[src/rtl/ecc_fault_unit.sv]
module ecc_fault_unit #(
  parameter int ADDR_W = 32
) (
  input  logic              clk,
  input  logic              rst_n,
  input  logic              reg_we,
  input  logic [3:0]        reg_addr,
  input  logic [3:0]        reg_be,
  input  logic [31:0]       reg_wdata,
  output logic [31:0]       reg_rdata,
  input  logic [63:0]       wr_data_in,
  input  logic [7:0]        wr_chk_in,
  output logic [63:0]       wr_data_out,
  output logic [7:0]        wr_chk_out,
  input  logic              rd_valid,
  input  logic              rd_sbe,
  input  logic              rd_mbe,
  input  logic              rd_mse,
  input  logic [ADDR_W-1:0] rd_addr,
  input  logic [63:0]       rd_data,
  input  logic [7:0]        rd_chk,
  input  logic [2:0]        rd_beat,
  input  logic [1:0]        rd_size,
  input  logic [4:0]        rd_src,
  input  logic [1:0]        rd_type,
  output logic              irq
);

  localparam logic [3:0] A_INJ = 4'd0, A_MHI = 4'd1, A_MLO = 4'd2, A_SBE = 4'd3,
                         A_DIS = 4'd4, A_IEN = 4'd5, A_DET = 4'd6, A_CAD = 4'd7,
                         A_CHI = 4'd8, A_CLO = 4'd9, A_CCK = 4'd10, A_CAT = 4'd11;
  localparam logic [7:0] CNT_MAX = 8'hFF;

  logic [7:0]        inj_chk;
  logic              inj_mir, inj_en;
  logic [31:0]       mask_hi, mask_lo;
  logic [7:0]        sbe_cnt, sbe_thr;
  logic [2:0]        dis, ien;
  logic [3:0]        det;
  logic [ADDR_W-1:0] cap_addr;
  logic [31:0]       cap_hi, cap_lo;
  logic [7:0]        cap_chk;
  logic [2:0]        cap_beat;
  logic [1:0]        cap_size, cap_type;
  logic [4:0]        cap_src;
  logic              cap_vld;

  logic sbe_ev, mbe_ev, mse_ev, err_ev, sbe_hit, cnt_sw;
  logic [7:0] cnt_inc;
  logic [3:0] det_clr, det_set;

  function automatic logic sel(input logic [3:0] a);
    return reg_we && (reg_addr == a);
  endfunction

  assign wr_data_out = inj_en ? (wr_data_in ^ {mask_hi, mask_lo}) : wr_data_in;
  assign wr_chk_out  = !inj_en ? wr_chk_in :
                       inj_mir ? wr_data_out[7:0] : (wr_chk_in ^ inj_chk);

  assign sbe_ev  = rd_valid && rd_sbe && !dis[0];
  assign mbe_ev  = rd_valid && rd_mbe && !dis[1];
  assign mse_ev  = rd_valid && rd_mse && !dis[2];
  assign err_ev  = sbe_ev || mbe_ev || mse_ev;
  assign cnt_inc = (sbe_cnt == CNT_MAX) ? CNT_MAX : sbe_cnt + 8'd1;
  assign sbe_hit = sbe_ev && (sbe_thr != 8'd0) && (sbe_cnt != CNT_MAX) && (cnt_inc == sbe_thr);
  assign cnt_sw  = sel(A_SBE) && reg_be[0];
  assign det_clr = (sel(A_DET) && reg_be[0]) ? reg_wdata[3:0] : 4'd0;
  assign det_set = {err_ev && cap_vld, mse_ev, mbe_ev, sbe_hit};
  assign irq     = |(det[2:0] & ien);

  always_ff @(posedge clk) begin
    if (!rst_n) begin
      inj_chk <= '0; inj_mir <= 1'b0; inj_en <= 1'b0;
      mask_hi <= '0; mask_lo <= '0;
      sbe_cnt <= '0; sbe_thr <= '0;
      dis <= '0; ien <= '0; det <= '0;
    end else begin
      if (sel(A_INJ) && reg_be[0]) inj_chk <= reg_wdata[7:0];
      if (sel(A_INJ) && reg_be[1]) {inj_en, inj_mir} <= reg_wdata[9:8];
      for (int i = 0; i < 4; i++) begin
        if (sel(A_MHI) && reg_be[i]) mask_hi[8*i +: 8] <= reg_wdata[8*i +: 8];
        if (sel(A_MLO) && reg_be[i]) mask_lo[8*i +: 8] <= reg_wdata[8*i +: 8];
      end
      if (cnt_sw)        sbe_cnt <= reg_wdata[7:0];
      else if (sbe_hit)  sbe_cnt <= 8'd0;
      else if (sbe_ev)   sbe_cnt <= cnt_inc;
      if (sel(A_SBE) && reg_be[2]) sbe_thr <= reg_wdata[23:16];
      if (sel(A_DIS) && reg_be[0]) dis <= reg_wdata[2:0];
      if (sel(A_IEN) && reg_be[0]) ien <= reg_wdata[2:0];
      det <= (det & ~det_clr) | det_set;
    end
  end

  always_ff @(posedge clk) begin
    if (!rst_n) begin
      cap_addr <= '0; cap_hi <= '0; cap_lo <= '0; cap_chk <= '0;
      cap_beat <= '0; cap_size <= '0; cap_src <= '0; cap_type <= '0;
      cap_vld  <= 1'b0;
    end else if (err_ev && !cap_vld) begin
      cap_addr <= rd_addr;
      {cap_hi, cap_lo} <= rd_data;
      cap_chk  <= rd_chk;
      cap_beat <= rd_beat; cap_size <= rd_size;
      cap_src  <= rd_src;  cap_type <= rd_type;
      cap_vld  <= 1'b1;
    end else begin
      if (sel(A_CAD)) cap_addr <= '0;
      if (sel(A_CHI)) cap_hi   <= '0;
      if (sel(A_CLO)) cap_lo   <= '0;
      if (sel(A_CCK)) cap_chk  <= '0;
      if (sel(A_CAT)) begin
        cap_beat <= '0; cap_size <= '0; cap_src <= '0; cap_type <= '0;
        cap_vld  <= 1'b0;
      end
    end
  end

  always_comb begin
    reg_rdata = '0;
    case (reg_addr)
      A_INJ: reg_rdata = {22'd0, inj_en, inj_mir, inj_chk};
      A_MHI: reg_rdata = mask_hi;
      A_MLO: reg_rdata = mask_lo;
      A_SBE: reg_rdata = {8'd0, sbe_thr, 8'd0, sbe_cnt};
      A_DIS: reg_rdata = {29'd0, dis};
      A_IEN: reg_rdata = {29'd0, ien};
      A_DET: reg_rdata = {28'd0, det};
      A_CAD: reg_rdata = 32'(cap_addr);
      A_CHI: reg_rdata = cap_hi;
      A_CLO: reg_rdata = cap_lo;
      A_CCK: reg_rdata = {24'd0, cap_chk};
      A_CAT: reg_rdata = {cap_vld, 13'd0, cap_type, 3'd0, cap_src, 2'd0, cap_size, 1'b0, cap_beat};
      default: reg_rdata = '0;
    endcase
  end

endmodule

[config.mk]
export PLATFORM = sky130hd
export DESIGN_NAME = ecc_fault_unit
export DESIGN_NICKNAME = d
export VERILOG_FILES = /design/src/rtl/ecc_fault_unit.sv
export SDC_FILE = /design/constraint.sdc
export NUM_CORES = 1
export LEC_CHECK = 0
export BUFFER_PORTS_ARGS = -buffer_cell sky130_fd_sc_hd__buf_4
export CAP_MARGIN = 20
export CORE_MARGIN = 1
export CORE_UTILIZATION = 50
export CTS_CLUSTER_SIZE = 12
export DETAILED_ROUTE_END_ITERATION = 6
export PLACE_DENSITY = 0.79
export SLEW_MARGIN = 25
export SYNTH_ARGS = -nofsm -noshare
export SYNTH_HDL_FRONTEND = slang
export SYNTH_SLANG_ARGS = --single-unit
[constraint.sdc]
create_clock -name clk -period 2.5 [get_ports clk]
set_input_delay 0.25 -clock clk [delete_from_list [all_inputs] [get_ports clk]]
set_output_delay 0.25 -clock clk [all_outputs]
set_load 0.05 [all_outputs]
Word-level counts from Yosys, hierarchy flattened --
Index checks and enable logic that the tools add are counted.
Word-level totals: register bits after elaboration 217
Cells by class: add/subtract/negate cells 1, equal/unequal tests 14, bitwise logic cells 6, mux-type cells 26, reduce and logical (&&, ||, !) cells 53
Operator list (count):
- $pmux W32 S12 | 1
- $mux W32 | 6
- $mux W64 | 1
- $mux W8 | 8
- $xor A64 B64 Y64 | 1
- $logic_and A1 B1 Y1 | 38
- $eq A4 B3 Y1 const B | 4
- $eq A4 B4 Y1 const B | 4
- $mux W5 | 2
- $reduce_bool A2 Y1 | 5
- $add A8 B1 Y8 const B | 1
- $eq A4 B2 Y1 const B | 2
- $eq A8 B8 Y1 | 1
- $eq A8 B8 Y1 const B | 1
- $ne A8 B8 Y1 const B | 1
- $reduce_bool A8 Y1 | 1
- $xor A8 B8 Y8 | 1
- $mux W2 | 3
- $mux W3 | 2
- $and A4 B4 Y4 | 1
- $eq A4 B1 Y1 const B | 1
- $logic_not A1 Y1 | 4
- $logic_not A4 Y1 | 1
- $mux W4 | 1
- other kinds (7) | 9

Depth between registers and ports, before layout --
Gate-level depths: netlist of the first run.
depth after elaboration 7, mapped depth 8, depth with buffers taken out 6

Least setup slack after synthesis of the first run --
Ideal clock, no wire load.
kind register to output, from register inj_en, to output wr_chk_out[0], required time 2.250 ns, cell stages (with the launch flop) 7, data arrival time 2.150 ns, path slack 0.100 ns, cell sequence dfxtp_1 clkbuf_1 nand2_1 xnor2_1 nand2_1 o21ai_0 a22o_1
Between the ends: word-level cells in the longest chain between the ends 3
Ends and longest elaborated chain:
- start: declaration | RTL line 35 | logic inj_mir, inj_en;
- start signal: assignment | RTL line 79 | if (sel(A_INJ) && reg_be[1]) {inj_en, inj_mir} <= reg_wdata[9:8];
- $mux W64 | RTL line 56 | assign wr_data_out = inj_en ? (wr_data_in ^ {mask_hi, mask_lo}) : wr_data_in;
- via wr_data_out[0] | RTL line 13 | output logic [63:0] wr_data_out,
- $mux W8 | RTL line 58 | inj_mir ? wr_data_out[7:0] : (wr_chk_in ^ inj_chk);
- $mux W8 | RTL line 57 | assign wr_chk_out = !inj_en ? wr_chk_in :
- end: declaration | RTL line 14 | output logic [7:0] wr_chk_out,
The timed path passes the listed nets, and every way through them passes these cells.

Worst setup path in the final report of the first run --
from register inj_en, to output wr_data_out[44]
Between the ends: word-level cells in the longest chain between the ends 1
Ends and longest elaborated chain (RTL line):
- $mux W64 | 56
- end: declaration | 13
Every way passes these cells.

==> results of run 1 <==
## layer usage
metal / share of wire [%] / vias to the layer above / track usage, %
met1: 40 / 5566 / 53.1
li1: - / 5291 / -
met3: 13 / 106 / 9.44
met4: 3.3 / 0 / 12.7
met2: 44 / 829 / 57.0
met5: 0 / - / 0
## tightest hold or removal path, delay by kind of cell
| kind | cells | cell delay (ns) |
|---|---|---|
| compound gates | 1 | 0.07 |
| simple gates | 1 | 0.08 |
| buf+inv | 1 | 0.08 |
## placed cells by master (no fill, tap or decap), types with 6 or more instances in the layout
cell           instances
nand2b_1              12
xnor2_1               69
buf_12                 6
a22oi_1              172
o211ai_1               9
a22o_1                13
nand3_1               41
nor3_1                 6
a21oi_1               77
dfxtp_1              215
clkbuf_16             25
dlygate4sd3_1         74
nor2_1               168
a31oi_1                9
a221oi_1               7
mux2i_1               45
nor2b_1                6
nand2_1              208
buf_4                368
a222oi_1              19
and3_1                 9
o21ai_0               21
## sequential cells by signal (all words and copies together) (netlist names)
| name | flops |
|---|---|
| cap_size | 2 |
| cap_src | 5 |
| dis | 3 |
| cap_vld | 1 |
| cap_chk | 8 |
| det | 4 |
| sbe_cnt | 8 |
| ien | 3 |
| sbe_thr | 8 |
| inj_en | 1 |
| cap_hi | 32 |
| inj_chk | 8 |
| cap_type | 2 |
| inj_mir | 1 |
| cap_lo | 32 |
| cap_beat | 3 |
| cap_addr | 32 |
| mask_hi | 32 |
| mask_lo | 32 |
## stage by stage
stage          std cells  instance area [µm²]  utilization (%)  hold slack [ns]  total power, W
2_1_floorplan       1272                10500                -            0.386         0.00452
3_3_place_gp        1814                13300             65.1            0.455         0.00514
3_5_place_dp        1814                13300             65.1            0.462         0.00516
4_1_cts             1928                14800             72.5         0.000164         0.00873
5_1_grt             1929                14800             72.6          0.00309         0.00899
6_report            1929                14800             72.6          0.00394         0.00876
## area by class of cell
class | count | share of cell area [%]
diodes | 1 | 0.0169
clock buffers | 34 | 4.72
clock inverters | 6 | 0.557
inverters | 6 | 0.186
multi-input cells | 947 | 38.5
flip-flops and latches | 217 | 29.3
well taps | 270 | 2.28
repair buffers | 448 | 24.4
## path summary, 6_finish.rpt
kind | to | start | cells after the start | slack (ns)
hold / removal | cap_addr[22] | rd_addr[22] | 3 | 0.004
hold reg to reg | cap_chk[7] | cap_chk[7] | 2 | 0.47
setup reg to reg | sbe_cnt[5] | sbe_cnt[0] | 6 | 0.24
setup / recovery | wr_data_out[44] | inj_en | 4 | 0.04
## power by group
group | switching (W) | total [W] | internal (W)
Combinational | 0.000864 | 0.00152 | 0.000652
Clock | 0.00140 | 0.00354 | 0.00214
Sequential | 0.000114 | 0.00371 | 0.00359
## timing repair
item                                   CTS  global route
cloned                                   0             0
gates resized for setup                  1             2
endpoints found under the hold margin   81             0
pin swaps                                1             2
setup endpoints to repair                1             1
hold buffers                            74             0
## cell families after synthesis
kind of cell	share of synthesized area [%]
AO/OA/AOI/OAI	23.2
XOR/XNOR	5.92
adder cells (fa/ha/maj)	0.119
buffers and inverters	4.70
flip-flops	41.4
multiplexers	4.39
AND/OR/NAND/NOR	20.3
==> out/qor.yml, run 1 <==
status: "complete, no violations"
postCtsSetupRepairBufs: 0
synth-async-reset-ratio_pct: 0
initial_core_util_pct: 51.4
wl_mm: 42.3
gp_congestion: 1.00
die_x_um: 147
drcViolationCount: 0
arrival_ns: 2.21
ys_types: 58
ios: 340
critPathKind: "flop to primary output"
tightest_slew_ns: 0.946
synthesis.area_um2: 10500
tns_ns: 0
clock_sinks: 217
clk_pin_slew_ns: 0.06
skew_ns: 0.0133
ant_nets: 0
drt-pass1-iter-count: 6
antenna_found_initial: 1
vias_per_cell: 6.11
fin_crit_ns: 2.46
grt_max_degree: 75
hold_violations: 0
yosys-top-cells-count: "dfxtp_1, nand2_1, a22oi_1, nor2_1, a21oi_1"
grt_pass1_vias: 11000
cp_max_fo: 50
multi_input_comb_area_um2: 5700
worst_path_max_delay_cell: "dfxtp_2"
setup_viol: 0
maxCapViolations: 0
synth.top_cell.area_share_pct: 41.4
synthFlopType: "dfxtp_1"
dieArea_um2: 21600
num_vias: 11800
grt_overflow: 0
grt_pass1_wl_mm: 63.0
synthesis.nets: 1508
post_synth.cell_area_avg_um2: 8.26
p_per_area_nw_per_um2: 591
cp_slowest_stage_delay_ns: 0.59
synth-seq-area-share_pct: 41.4
nets: 1880
synth.area.top_cells: "dfxtp_1, a22oi_1, nand2_1"
drv_slew: 0
cts_tree: "built"
synth_edf_count: 0
max_freq_mhz: 406
path_cells: "buf_12 -> nand2_1 -> xnor2_1 -> buf_4"
dieHeight_um: 147
post-dp-hpwl_mm: 30.3
drtIter0Drc: 1767
rsz0062_at_grt: "false"
crit_buf_inv: 2
core-area_um2: 20400
cts_htree_levels: 1
dp_slack_ns: 0.181
nFillCells: 1599
synthCells: 1272
cp-start-kind: "flop"
row_count: 52
cp-end-kind: "primary output"
cts_buffers: 24
grt.total_usage_pct: 38.0
p_leak_nw: 5.90
vdd_drop_max_mv: 0.557
synth_largest_area_cell: "dfxtp_1"
max_slew_margin_pct: 37.0
critPathTopFamily: "flip-flops"
ys_ff_latch: 217
final-seq-area_um2: 4350
hold_class: "input pin to flop"
ctsLongestPathBuffers: 3
clk_latency_ns: 0.52
area_delta_synth_final_pct: 41.1
fin_crit_sh_pct: 98.5
yosysMostFrequentCell: "dfxtp_1"
root_buffer: "clkbuf_16"
fin_ws_ns: 0.0369
worstPathRequired_ns: 2.25
placement.io_buffers: 339
wl_per_cell_um: 21.9
ys_warn_count: 0
drive_above_1_share_pct: 26.2
No activity file was read; power rests on OpenSTA's default activity.
==> inputs of run 2 (changes only) <==
--- a/config.mk
+++ b/config.mk
@@ -8,10 +8,10 @@
 export BUFFER_PORTS_ARGS = -buffer_cell sky130_fd_sc_hd__buf_4
 export CAP_MARGIN = 20
 export CORE_MARGIN = 1
-export CORE_UTILIZATION = 50
+export CORE_UTILIZATION = 45
 export CTS_CLUSTER_SIZE = 12
 export DETAILED_ROUTE_END_ITERATION = 6
-export PLACE_DENSITY = 0.79
+export PLACE_DENSITY = 0.72
 export SLEW_MARGIN = 25
 export SYNTH_ARGS = -nofsm -noshare
 export SYNTH_HDL_FRONTEND = slang
==> out/qor.yml, run 2 (synthesis results as in run 1) <==
grt_max_degree: 100  # was 75
total_power_w: 0.00883  # was 0.00876 W
r2r_start: "sbe_cnt[1]"  # was sbe_cnt[0]
crit_buf_inv: 3  # was 2
critPathTopFamily: "simple AND/OR/NAND/NOR gates"  # was flip-flops
cp_common_cell: "buf_4"
rsz0062_at_grt: "false"  # unchanged
ant_nets: 0  # unchanged
clk_latency_ns: 0.51  # was 0.52 ns
vias_per_cell: 5.92  # was 6.11
critPathLaunch: "reg_addr[1]"  # was inj_en
postCtsSetupRepairBufs: 0  # unchanged
drv_slew: 0  # unchanged
post-dp-hpwl_mm: 30.4  # was 30.3 mm
fin_hold_ws_ns: 0.00424  # was 0.00394 ns
worst_path_max_delay_cell: "a222oi_1"  # was dfxtp_2
cp_max_fo: 32  # was 50
fin_ws_ns: 0.0659  # was 0.0369 ns
cp-endpoint: "reg_rdata[8]"  # was wr_data_out[44]
ios: 340  # unchanged
row_count: 55  # was 52
cp-start-kind: "input pin"  # was flop
dieArea_um2: 24000  # was 21600 µm²
num_vias: 11800  # about the same
setup_viol: 0  # unchanged
ff2ff_path_depth: 6  # unchanged
clock_sinks: 217  # unchanged
place_area_um2: 13400  # was 13300 µm²
path_cells: "buf_4 -> nand2b_1 -> nor3_4 -> buf_12 -> a222oi_1 -> nand3_1 -> buf_4"  # was buf_12 -> nand2_1 -> xnor2_1 -> buf_4
dp_slack_ns: 0.163  # was 0.181 ns
antenna_found_initial: 0  # was 1
hp-start: "rd_addr[4]"  # was rd_addr[22]
grt_overflow: 0  # unchanged
nFillCells: 1866  # was 1599
status: "finished with violations"  # was complete, no violations
vdd_drop_max_mv: 0.568  # was 0.557 mV
die_x_um: 155  # was 147 µm
cts_htree_levels: 1  # unchanged
wl_mm: 42.9  # was 42.3 mm
stdcell_area_um2: 15200  # was 14800 µm²
skew_ns: 0.00887  # was 0.0133 ns
max_slew_margin_pct: 51.8  # was 37.0%
max_freq_mhz: 411  # was 406 MHz
tightest_slew_ns: 0.724  # was 0.946 ns
cp_slowest_stage_delay_ns: 0.63  # was 0.59 ns
drive_above_1_share_pct: 25.7  # was 26.2%
placement.io_buffers: 339  # unchanged
cts_buffers: 24  # unchanged
arrival_ns: 2.18  # was 2.21 ns
critPathKind: "input pin to primary output"  # was flop to primary output
dieHeight_um: 155  # was 147 µm
cp-end-kind: "primary output"  # unchanged
tns_ns: 0  # unchanged
grt_pass1_wl_mm: 63.9  # was 63.0 mm
multi_input_comb_area_um2: 5700  # about the same
area_delta_synth_final_pct: 44.7  # was 41.1%
violations: "DRC"
initial_core_util_pct: 46.1  # was 51.4%
grt_pass1_vias: 10900  # was 11000
hold_violations: 0  # unchanged
fin_crit_ns: 2.43  # was 2.46 ns
clk_pin_slew_ns: 0.06  # about the same
drcViolationCount: 5  # was 0
worstPathRequired_ns: 2.25  # about the same
critical_path_depth: 7  # was 4
fin_crit_sh_pct: 97.4  # was 98.5%
hold_class: "input pin to flop"  # unchanged
grt.total_usage_pct: 34.7  # was 38.0%
p_leak_nw: 6.03  # was 5.90 nW
r2r_end: "sbe_cnt[0]"  # was sbe_cnt[5]
maxCapViolations: 0  # unchanged
drtIter0Drc: 1507  # was 1767
ctsLongestPathBuffers: 3  # unchanged
nets: 1906  # was 1880
final_common_cell: "buf_4"  # unchanged
core-area_um2: 22800  # was 20400 µm²
r2r_slack_ns: 0.31  # was 0.24 ns
antennaDiodeCount: 0  # was 1
p_per_area_nw_per_um2: 581  # was 591 nW/µm²
wl_per_cell_um: 21.5  # was 21.9 µm
drt-pass1-iter-count: 7  # was 6
final-seq-area_um2: 4350  # about the same
cts_tree: "built"  # unchanged
root_buffer: "clkbuf_16"  # unchanged
most-common-layout-cells: "buf_4, dfxtp_1, nand2_1"  # unchanged
gp_congestion: 0.990  # was 1.00
[run 2: cell types whose count changed in the layout (fill, tap and decap cells not counted), sizes merged]
cell / before / now
buf: 374 / 372
clkinv: 3 / 2
bufinv: 2 / 1
diode: 1 / 0
clkbuf: 34 / 37
dlygate4sd3: 74 / 102
[run 2: worst min-delay path by stage]
stage,slack [ns],endpoint,cells past startpoint
finish,0.004,cap_addr[4],3
global route,0.006,mask_lo[14],3
CTS,0.00009,cap_addr[4],3
detailed placement,0.46,cap_chk[6],2
global placement,0.46,cap_chk[6],2
floorplan,0.39,mask_hi[10],2
[run 2: report_power, final]
part	total, W	internal [W]	switching [W]
Clock	0.00357	0.00215	0.00142
Sequential	0.00371	0.00360	0.000115
Combinational	0.00155	0.000683	0.000869
Total	0.00883	0.00643	0.00240
[run 2: layout make-up]
| class | count | area share [%] |
|---|---|---|
| Tap cell | 313 | 2.58 |
| Sequential cell | 217 | 28.6 |
| Multi-Input combinational cell | 947 | 37.5 |
| Clock inverter | 4 | 0.313 |
| Clock buffer | 37 | 4.94 |
| Timing Repair Buffer | 474 | 25.9 |
| Inverter | 6 | 0.181 |
[run 2: worst register-to-register path, cell delays in order, from the launching register on]
cell	delay, ns
dfxtp_1	0.38
ha_1	0.29
and4_1	0.25
nor4b_2	0.34
o32ai_1	0.13
and4bb_1	0.52
a31oi_1	0.14
[run 2: repair_timing]
item	in CTS	in global routing
pin swaps	1	1
endpoints found under the hold margin	109	0
cloned	0	0
gates resized for setup	1	0
hold buffers	102	0
endpoints found under the setup margin	1	1
[run 2: metrics by stage]
stage / util [%] / std cells
finish: 66.7 / 1998
global route: 66.7 / 1998
CTS: 66.7 / 1998
detailed placement: 58.7 / 1855
global placement: 58.7 / 1855
floorplan: - / 1272
[run 2: layer usage]
metal,track usage (%),share of wire (%)
met5,0,0
met4,11.4,3.4
met3,10.8,12
met2,51.4,43
met1,47.6,41
